## config.mk

```make
export PLATFORM = sky130hd
export DESIGN_NAME = dl_slot_fmt
export DESIGN_NICKNAME = d
export VERILOG_FILES = /design/src/rtl/dsf_pkg.sv /design/src/rtl/dsf_ind_enc.sv /design/src/rtl/dsf_pilot.sv /design/src/rtl/dsf_seq.sv /design/src/rtl/dl_slot_fmt.sv
export SDC_FILE = /design/constraint.sdc
export NUM_CORES = 1
export LEC_CHECK = 0
export BUFFER_PORTS_ARGS = -buffer_cell sky130_fd_sc_hd__buf_2
export CAP_MARGIN = 20
export CORE_MARGIN = 4
export CORE_UTILIZATION = 30
export DETAILED_ROUTE_END_ITERATION = 6
export PLACE_DENSITY_LB_ADDON = 0.05
export SLEW_MARGIN = 10
export SYNTH_ARGS = -nofsm -noshare
export SYNTH_HDL_FRONTEND = slang
export SYNTH_SLANG_ARGS = --single-unit
export TNS_END_PERCENT = 30
```

## constraint.sdc

```tcl
create_clock -name clk -period 3.5 [get_ports clk]
set_input_delay 0.175 -clock clk [delete_from_list [all_inputs] [get_ports clk]]
set_output_delay 0.175 -clock clk [all_outputs]
set_load 0.005 [all_outputs]
```

## src/rtl/dsf_pkg.sv

```systemverilog
package dsf_pkg;
  localparam int SLOTS  = 15;
  localparam int CODE_W = 32;
  localparam int IND_W  = 10;

  typedef enum logic [2:0] {FLD_D1, FLD_TPC, FLD_IND, FLD_D2, FLD_PIL} fld_e;
  typedef enum logic [1:0] {ST_IDLE, ST_CHK, ST_RUN} st_e;

  // Indicator basis rows, bit n of row i is basis[i][n]
  localparam logic [IND_W-1:0] IND_BASIS [0:CODE_W-1] = '{
    10'b0000100001, 10'b0001100010, 10'b1000100011, 10'b1101100100,
    10'b1000100101, 10'b0100100110, 10'b0010100111, 10'b0110101000,
    10'b0111101001, 10'b1101101010, 10'b1100101011, 10'b0110101100,
    10'b1010101101, 10'b1001101110, 10'b1111101111, 10'b0011110001,
    10'b1011110010, 10'b0101110011, 10'b1110110100, 10'b1010110101,
    10'b1100110110, 10'b1110110111, 10'b0010111000, 10'b1011111001,
    10'b0101111010, 10'b1001111011, 10'b0100111100, 10'b0011111101,
    10'b0111111110, 10'b1111111111, 10'b0000100000, 10'b0001110000};

  localparam logic [1:0] PIL_C1 [0:SLOTS-1] = '{2'd3,2'd0,2'd1,2'd0,2'd2,2'd3,2'd3,2'd2,2'd1,2'd3,2'd1,2'd2,2'd2,2'd0,2'd0};
  localparam logic [1:0] PIL_C3 [0:SLOTS-1] = '{2'd2,2'd2,2'd1,2'd0,2'd1,2'd2,2'd0,2'd0,2'd2,2'd3,2'd1,2'd3,2'd0,2'd3,2'd3};
  localparam logic [1:0] PIL_C5 [0:SLOTS-1] = '{2'd3,2'd3,2'd2,2'd1,2'd3,2'd1,2'd2,2'd2,2'd0,2'd0,2'd3,2'd0,2'd1,2'd0,2'd2};
  localparam logic [1:0] PIL_C7 [0:SLOTS-1] = '{2'd2,2'd0,2'd0,2'd2,2'd3,2'd1,2'd3,2'd0,2'd3,2'd3,2'd2,2'd2,2'd1,2'd0,2'd1};
endpackage

```

## src/rtl/dsf_ind_enc.sv

```systemverilog
module dsf_ind_enc
  import dsf_pkg::*;
(
  input  logic [IND_W-1:0]  val,
  output logic [CODE_W-1:0] code
);
  for (genvar i = 0; i < CODE_W; i++) begin : g_row
    assign code[i] = ^(val & IND_BASIS[i]);
  end
endmodule

```

## src/rtl/dsf_pilot.sv

```systemverilog
module dsf_pilot
  import dsf_pkg::*;
(
  input  logic [3:0]  slot,
  input  logic [1:0]  sel,
  output logic [15:0] word,
  output logic [4:0]  width
);
  logic [1:0] c1, c3, c5, c7;
  int unsigned idx;

  always_comb begin
    idx = (slot < 4'(SLOTS)) ? int'(slot) : 0;
    c1  = PIL_C1[idx];
    c3  = PIL_C3[idx];
    c5  = PIL_C5[idx];
    c7  = PIL_C7[idx];
    case (sel)
      2'd0:    word = {14'd0, c1};
      2'd1:    word = {12'd0, 2'b11, c1};
      2'd2:    word = {8'd0, 2'b11, c1, 2'b11, c3};
      default: word = {2'b11, c1, 2'b11, c3, 2'b11, c5, 2'b11, c7};
    endcase
    width = 5'd2 << sel;
  end
endmodule

```

## src/rtl/dsf_seq.sv

```systemverilog
module dsf_seq
  import dsf_pkg::*;
#(
  parameter int LEN_W = 9,
  parameter int FW    = 5,
  parameter int FL_W  = LEN_W + 5
) (
  input  logic              clk,
  input  logic              rst_n,
  input  logic              frame_start,
  input  logic              chan_sec,
  input  logic [LEN_W-1:0]  len_d1,
  input  logic [LEN_W-1:0]  len_d2,
  input  logic [FW-1:0]     w_tpc,
  input  logic [FW-1:0]     w_tfci,
  input  logic [1:0]        pil_sel,
  input  logic [IND_W-1:0]  tfci_val,
  input  logic [FL_W-1:0]   frame_len,
  input  logic              data_bit,
  input  logic [CODE_W-1:0] enc_code,
  input  logic [15:0]       pil_word,
  input  logic [4:0]        pil_w,
  output logic [IND_W-1:0]  ind_q,
  output logic [3:0]        slot,
  output logic [1:0]        sel,
  output logic              data_req,
  output logic              bit_out,
  output logic              bit_vld,
  output logic              sos,
  output logic              busy,
  output logic              cfg_err
);
  localparam int CNT_W = (LEN_W > 5) ? LEN_W : 5;

  st_e               st_q, st_d;
  fld_e              fld_q, fld_d;
  logic [CNT_W-1:0]  cnt_q, cnt_d;
  logic [3:0]        slot_q, slot_d;
  logic [CODE_W-1:0] code_q, code_d;
  logic              first_q, first_d;
  logic              err_q, err_d;
  logic              bo_q, bo_d, bv_q, bv_d, sos_q, sos_d;

  logic              sec_q;
  logic [LEN_W-1:0]  d1_q, d2_q;
  logic [FW-1:0]     tpc_q, tfw_q;
  logic [1:0]        sel_q;
  logic [FL_W-1:0]   flen_q;

  logic              cfg_en;
  logic              bad_cfg;
  logic [FL_W-1:0]   need_len;
  logic [3:0]        pidx;
  fld_e              first_fld;

  function automatic logic [CNT_W-1:0] f_len(fld_e f);
    case (f)
      FLD_D1:  return CNT_W'(d1_q);
      FLD_D2:  return CNT_W'(d2_q);
      FLD_TPC: return CNT_W'(tpc_q);
      FLD_IND: return CNT_W'(tfw_q);
      default: return CNT_W'(pil_w);
    endcase
  endfunction

  function automatic fld_e f_succ(fld_e f);
    if (sec_q) begin
      case (f)
        FLD_IND: return FLD_D1;
        default: return FLD_PIL;
      endcase
    end else begin
      case (f)
        FLD_D1:  return FLD_TPC;
        FLD_TPC: return FLD_IND;
        FLD_IND: return FLD_D2;
        default: return FLD_PIL;
      endcase
    end
  endfunction

  // Walk past empty fields; the pilot is never empty
  function automatic fld_e f_skip(fld_e f);
    fld_e g;
    g = f;
    for (int k = 0; k < 4; k++) begin
      if (f_len(g) == '0) g = f_succ(g);
    end
    return g;
  endfunction

  function automatic logic [CODE_W-1:0] f_rotr(logic [CODE_W-1:0] w, logic [FW-1:0] n);
    logic [5:0] sh;
    sh = 6'(n);
    return (w >> sh) | (w << (6'd32 - sh));
  endfunction

  assign cfg_en    = (st_q == ST_IDLE) && frame_start;
  assign first_fld = sec_q ? FLD_IND : FLD_D1;
  assign need_len  = FL_W'((FL_W'(d1_q) + FL_W'(d2_q)) * FL_W'(SLOTS));
  assign bad_cfg   = (need_len != flen_q) || (sec_q && (d2_q != '0));
  assign pidx      = 4'(pil_w - 5'd1 - 5'(cnt_q));

  always_comb begin
    st_d     = st_q;
    fld_d    = fld_q;
    cnt_d    = cnt_q;
    slot_d   = slot_q;
    code_d   = code_q;
    first_d  = first_q;
    err_d    = err_q;
    bo_d     = 1'b0;
    bv_d     = 1'b0;
    sos_d    = 1'b0;
    data_req = 1'b0;
    case (st_q)
      ST_IDLE: begin
        if (frame_start) begin
          st_d  = ST_CHK;
          err_d = 1'b0;
        end
      end
      ST_CHK: begin
        if (bad_cfg) begin
          err_d = 1'b1;
          st_d  = ST_IDLE;
        end else begin
          code_d  = enc_code;
          st_d    = ST_RUN;
          fld_d   = f_skip(first_fld);
          cnt_d   = '0;
          slot_d  = '0;
          first_d = 1'b1;
        end
      end
      ST_RUN: begin
        bv_d    = 1'b1;
        sos_d   = first_q;
        first_d = 1'b0;
        case (fld_q)
          FLD_D1, FLD_D2: begin
            bo_d     = data_bit;
            data_req = 1'b1;
          end
          FLD_TPC: bo_d = 1'b1;
          FLD_IND: bo_d = code_q[cnt_q[4:0]];
          default: bo_d = pil_word[pidx];
        endcase
        if (cnt_q == f_len(fld_q) - 1'b1) begin
          cnt_d = '0;
          if (fld_q == FLD_PIL) begin
            code_d  = f_rotr(code_q, tfw_q);
            first_d = 1'b1;
            if (slot_q == 4'(SLOTS - 1)) begin
              st_d = ST_IDLE;
            end else begin
              slot_d = slot_q + 4'd1;
              fld_d  = f_skip(first_fld);
            end
          end else begin
            fld_d = f_skip(f_succ(fld_q));
          end
        end else begin
          cnt_d = cnt_q + 1'b1;
        end
      end
      default: st_d = ST_IDLE;
    endcase
  end

  always_ff @(posedge clk or negedge rst_n) begin
    if (!rst_n) begin
      st_q    <= ST_IDLE;
      fld_q   <= FLD_D1;
      cnt_q   <= '0;
      slot_q  <= '0;
      code_q  <= '0;
      first_q <= 1'b0;
      err_q   <= 1'b0;
      bo_q    <= 1'b0;
      bv_q    <= 1'b0;
      sos_q   <= 1'b0;
    end else begin
      st_q    <= st_d;
      fld_q   <= fld_d;
      cnt_q   <= cnt_d;
      slot_q  <= slot_d;
      code_q  <= code_d;
      first_q <= first_d;
      err_q   <= err_d;
      bo_q    <= bo_d;
      bv_q    <= bv_d;
      sos_q   <= sos_d;
    end
  end

  always_ff @(posedge clk or negedge rst_n) begin
    if (!rst_n) begin
      sec_q  <= 1'b0;
      d1_q   <= '0;
      d2_q   <= '0;
      tpc_q  <= '0;
      tfw_q  <= '0;
      sel_q  <= '0;
      ind_q  <= '0;
      flen_q <= '0;
    end else if (cfg_en) begin
      sec_q  <= chan_sec;
      d1_q   <= len_d1;
      d2_q   <= len_d2;
      tpc_q  <= chan_sec ? '0 : w_tpc;
      tfw_q  <= w_tfci;
      sel_q  <= pil_sel;
      ind_q  <= tfci_val;
      flen_q <= frame_len;
    end
  end

  assign slot    = slot_q;
  assign sel     = sel_q;
  assign bit_out = bo_q;
  assign bit_vld = bv_q;
  assign sos     = sos_q;
  assign busy    = (st_q != ST_IDLE);
  assign cfg_err = err_q;
endmodule

```

## src/rtl/dl_slot_fmt.sv

```systemverilog
module dl_slot_fmt
  import dsf_pkg::*;
#(
  parameter int LEN_W = 9,
  parameter int FW    = 5,
  parameter int FL_W  = LEN_W + 5
) (
  input  logic             clk,
  input  logic             rst_n,
  input  logic             frame_start,
  input  logic             chan_sec,
  input  logic [LEN_W-1:0] len_d1,
  input  logic [LEN_W-1:0] len_d2,
  input  logic [FW-1:0]    w_tpc,
  input  logic [FW-1:0]    w_tfci,
  input  logic [1:0]       pil_sel,
  input  logic [9:0]       tfci_val,
  input  logic [FL_W-1:0]  frame_len,
  input  logic             data_bit,
  output logic             data_req,
  output logic             bit_out,
  output logic             bit_vld,
  output logic             sos,
  output logic             busy,
  output logic             cfg_err
);
  logic [1:0]        rst_sync;
  logic              rst_int_n;
  logic [IND_W-1:0]  ind_q;
  logic [CODE_W-1:0] enc_code;
  logic [3:0]        slot;
  logic [1:0]        sel;
  logic [15:0]       pil_word;
  logic [4:0]        pil_w;

  // Reset asserts at once and leaves on a clock edge
  always_ff @(posedge clk or negedge rst_n) begin
    if (!rst_n) rst_sync <= 2'b00;
    else        rst_sync <= {rst_sync[0], 1'b1};
  end
  assign rst_int_n = rst_sync[1];

  dsf_ind_enc u_enc (
    .val  (ind_q),
    .code (enc_code)
  );

  dsf_pilot u_pil (
    .slot  (slot),
    .sel   (sel),
    .word  (pil_word),
    .width (pil_w)
  );

  dsf_seq #(.LEN_W(LEN_W), .FW(FW), .FL_W(FL_W)) u_seq (
    .clk         (clk),
    .rst_n       (rst_int_n),
    .frame_start (frame_start),
    .chan_sec    (chan_sec),
    .len_d1      (len_d1),
    .len_d2      (len_d2),
    .w_tpc       (w_tpc),
    .w_tfci      (w_tfci),
    .pil_sel     (pil_sel),
    .tfci_val    (tfci_val),
    .frame_len   (frame_len),
    .data_bit    (data_bit),
    .enc_code    (enc_code),
    .pil_word    (pil_word),
    .pil_w       (pil_w),
    .ind_q       (ind_q),
    .slot        (slot),
    .sel         (sel),
    .data_req    (data_req),
    .bit_out     (bit_out),
    .bit_vld     (bit_vld),
    .sos         (sos),
    .busy        (busy),
    .cfg_err     (cfg_err)
  );
endmodule

```

==> metrics.txt <==
# TYPE chip_impl_metric gauge
chip_impl_info{name="run_status",value="complete, but fails checks"} 1
chip_impl_info{name="failing_checks",value="setup timing"} 1
chip_impl_metric{name="timing.critical_path.arrival",unit="ps"} 5910
chip_impl_metric{name="yosys_warnings",unit=""} 0
chip_impl_metric{name="maximum_number_of_pins_on_one_net_before_global_route_repair",unit=""} 73
chip_impl_metric{name="synth.yosys.seq_area_share",unit=""} 0.2301
chip_impl_info{name="mostFrequentLayoutCell",value="buf_4"} 1
chip_impl_metric{name="layout-drive-gt1-share",unit=""} 0.3116
chip_impl_metric{name="timing.final.ws_setup",unit="ps"} -2136
chip_impl_metric{name="dpl.hpwl",unit="µm"} 35610
chip_impl_metric{name="finalMaxSlewViolations",unit=""} 0
chip_impl_metric{name="postSynthAreaPerCell",unit="µm²"} 8.561
chip_impl_metric{name="number_of_enable_flip_flop_cells_after_synthesis",unit=""} 0
chip_impl_metric{name="finalHoldWorstSlack",unit="ps"} 22.97
chip_impl_metric{name="synthDistinctLibCells",unit=""} 77
chip_impl_metric{name="dp_slack",unit="ps"} -2393
chip_impl_info{name="synth_area_leaders",value="dfrtp_1, mux4_2, mux2_2"} 1
chip_impl_metric{name="rows",unit=""} 73
chip_impl_metric{name="final_net_count",unit=""} 1805
chip_impl_metric{name="synth-async-reset-ratio",unit=""} 1.000
chip_impl_info{name="rsz0062_at_grt",value="yes"} 1
chip_impl_metric{name="portBuffers",unit=""} 64
chip_impl_info{name="timing.setup.critical_path_class",value="reg2reg"} 1
chip_impl_metric{name="start_util",unit=""} 0.3052
chip_impl_metric{name="setup_tns",unit="ps"} -104800
chip_impl_metric{name="detail-route-antenna-nets",unit=""} 0
chip_impl_metric{name="slew_headroom",unit=""} 0.4857
chip_impl_metric{name="dieWidth",unit="µm"} 209.5
chip_impl_metric{name="htree_num_levels",unit=""} 3
chip_impl_metric{name="cp_max_fo",unit=""} 6
chip_impl_metric{name="cts.sinks",unit=""} 112
chip_impl_metric{name="timing_hold_violations_final",unit=""} 0
chip_impl_metric{name="mapped_nets",unit=""} 1548
chip_impl_metric{name="gp_routability_congestion",unit=""} 0.8868
chip_impl_metric{name="detail_route.drc_violations",unit=""} 0
chip_impl_info{name="tritoncts_clock_tree",value="yes"} 1
chip_impl_metric{name="clock_latency",unit="ps"} 390
chip_impl_metric{name="dieHeight",unit="µm"} 209.5
chip_impl_info{name="cp-end-kind",value="flip-flop"} 1
chip_impl_metric{name="post-route-min-period",unit="ps"} 5636
chip_impl_metric{name="num_antenna_cells",unit=""} 0
chip_impl_metric{name="stdcell_count",unit=""} 2210
chip_impl_metric{name="drtIter0Drc",unit=""} 905
chip_impl_metric{name="period_share",unit=""} 1.610
chip_impl_info{name="hp-class",value="in2reg"} 1
chip_impl_metric{name="report.final.setup_viol",unit=""} 51
chip_impl_info{name="synthDominantAreaCellType",value="dfrtp_1"} 1
chip_impl_metric{name="synth_top_area_share",unit=""} 0.2301
chip_impl_metric{name="dp.cells",unit=""} 2151
chip_impl_metric{name="global_route_wire_length_before_repair",unit="µm"} 69210
chip_impl_info{name="ys_dominant_reg_cell",value="dfrtp_1"} 1
chip_impl_metric{name="worst_pin_slew",unit="ps"} 767.7
chip_impl_metric{name="synthesis.area",unit="µm²"} 12180
chip_impl_metric{name="cts-buffers-inserted",unit=""} 9
chip_impl_metric{name="syn_to_final_growth",unit="%"} 28.87
chip_impl_metric{name="clk_pin_slew",unit="ps"} 80
chip_impl_metric{name="grt_pass1_vias",unit=""} 11540
chip_impl_metric{name="floorplan.die_area",unit="µm²"} 43890
chip_impl_metric{name="detail_route.first_pass.iterations",unit=""} 5
chip_impl_metric{name="average_detailed_routed_wire_length_per_instance",unit="µm"} 20.33
chip_impl_metric{name="globalRouteTotalUtil",unit=""} 0.2022
chip_impl_metric{name="final.setup_skew",unit="ps"} 10.02
chip_impl_metric{name="vias_per_cell",unit=""} 5.364
chip_impl_metric{name="grt-ovfl-total",unit=""} 0
chip_impl_info{name="clockRootBuffer",value="clkbuf_16"} 1
chip_impl_metric{name="syn-instance-count",unit=""} 1423
chip_impl_metric{name="cap_viol_max_count",unit=""} 0
chip_impl_metric{name="ys_ff_latch",unit=""} 112
chip_impl_metric{name="vias",unit=""} 11850
chip_impl_metric{name="grt_antenna_before_repair",unit=""} 0
chip_impl_metric{name="fp.coreArea",unit="µm²"} 39910
chip_impl_info{name="startpoint_type",value="flip-flop"} 1
chip_impl_metric{name="cp.required",unit="ps"} 3770
chip_impl_metric{name="clock_path_buffers",unit=""} 2
chip_impl_metric{name="design.portCount",unit=""} 65
chip_impl_info{name="most_used_cells_in_the_layout_excluding_fill_and_tap_cells",value="buf_4, nand2_1, dfrtp_1"} 1
chip_impl_metric{name="clock.fmax",unit="MHz"} 177.4
chip_impl_metric{name="drt_wl_total",unit="µm"} 44930
## path summary, 6_finish.rpt
path | start | cells past startpoint | slack [ps] | end
max reg2reg | u_seq.d1_q[0] | 26 | -2140 | u_seq.code_q[6]
min | len_d2[3] | 2 | 20 | u_seq.d2_q[3]
max | u_seq.d1_q[0] | 26 | -2140 | u_seq.code_q[6]
max in group asynchronous | rst_sync[1] | 1 | 2350 | u_seq.tfw_q[0]
min reg2reg | rst_sync[1] | 0 | 310 | u_seq.ind_q[0]
min in group asynchronous | rst_n | 2 | 90 | rst_sync[1]
## stage by stage
stage | area, µm² | util
2_1_floorplan | 12260 | -
3_3_place_gp | 14730 | 0.3691
3_5_place_dp | 14730 | 0.3691
4_1_cts | 15440 | 0.3868
5_1_grt | 15700 | 0.3933
6_report | 15700 | 0.3933
## per-layer routing
metal	global-route usage	wire, µm	up-vias
met5	0	0	-
met4	0.04185	686	0
met3	0.03438	2503	32
met2	0.3020	19380	310
met1	0.3070	22360	5810
li1	-	-	5702
## synthesized netlist by cell type (7+ instances only)
| cell | n |
|---|---|
| inv_1 | 61 |
| ha_1 | 47 |
| nand4_1 | 7 |
| o21ai_0 | 110 |
| nand2b_1 | 11 |
| nor2b_1 | 15 |
| or3_1 | 10 |
| xnor2_1 | 70 |
| mux2i_1 | 62 |
| a31oi_1 | 14 |
| mux4_2 | 45 |
| nor3_1 | 24 |
| a21oi_1 | 89 |
| mux2_2 | 68 |
| a211oi_1 | 21 |
| o31ai_1 | 8 |
| o221ai_1 | 13 |
| and2_1 | 10 |
| buf_1 | 21 |
| fa_1 | 19 |
| o211ai_1 | 22 |
| nand3_1 | 32 |
| xor2_1 | 39 |
| buf_2 | 8 |
| and3_1 | 13 |
| clkbuf_1 | 70 |
| nor2_1 | 93 |
| o22ai_1 | 23 |
| dfrtp_1 | 112 |
| nor4_1 | 10 |
| a21o_1 | 11 |
| nand2_1 | 163 |
## cell families (layout without fill, tap and decap cells)
kind of cell             after synthesis  count (layout)  share of synthesized area
AO/OA/AOI/OAI                        383             383                     0.2030
XOR/XNOR                             110             110                    0.07970
adder cells (fa/ha/maj)               66              66                    0.07950
buffers and inverters                164             426                    0.05259
flip-flops                           112             112                     0.2301
multiplexers                         177             177                     0.1995
other                                  1               1                  0.0003078
AND/OR/NAND/NOR                      410             410                     0.1554
## flip-flops by register name, indices dropped and copies added, names as in the netlist, 3 cells and up
name          count
u_seq.flen_q     14
u_seq.d1_q        9
u_seq.tfw_q       5
u_seq.slot        4
u_seq.tpc_q       5
u_seq.ind_q      10
u_seq.fld_q       3
u_seq.code_q     32
u_seq.d2_q        9
u_seq.cnt_q       9
## layout make-up
type	instances	area, µm²
Timing Repair Buffer	347	2691
Fill cell	4074	24220
Multi-Input combinational cell	1147	9012
Tap cell	525	656.9
Inverter	63	236.5
Clock buffer	10	229.0
Sequential cell	112	2811
Clock inverter	6	61.31
## what timing repair did
item,4_1_cts,5_1_grt
setup buffers,3,7
pin swaps,7,11
endpoints found under the setup margin,52,52
hold endpoints to repair,32,0
resized for setup,42,34
cloned,1,1
hold buffers,31,0
## critical path, cell delays in order, from the launching register on
cell and delay [ps]:
dfrtp_1 390, ha_2 200, fa_2 350, a21oi_2 140, nor2_1 50, nor2_1 130, o21bai_1 110, a21oi_2 160
buf_4 130, xnor2_2 80, buf_4 150, fa_1 480, inv_1 60, fa_1 530, inv_1 40, ha_1 290
buf_4 160, and3_1 170, a22oi_2 280, a22oi_1 110, a31o_2 290, nor4b_4 260, buf_6 160, and3_4 200
o21ai_4 110, buf_12 190, mux2_4 290
Power is left out: the tool's default activity adds up to more than one toggle a clock period on the data nets, which glitch-free logic cannot reach.
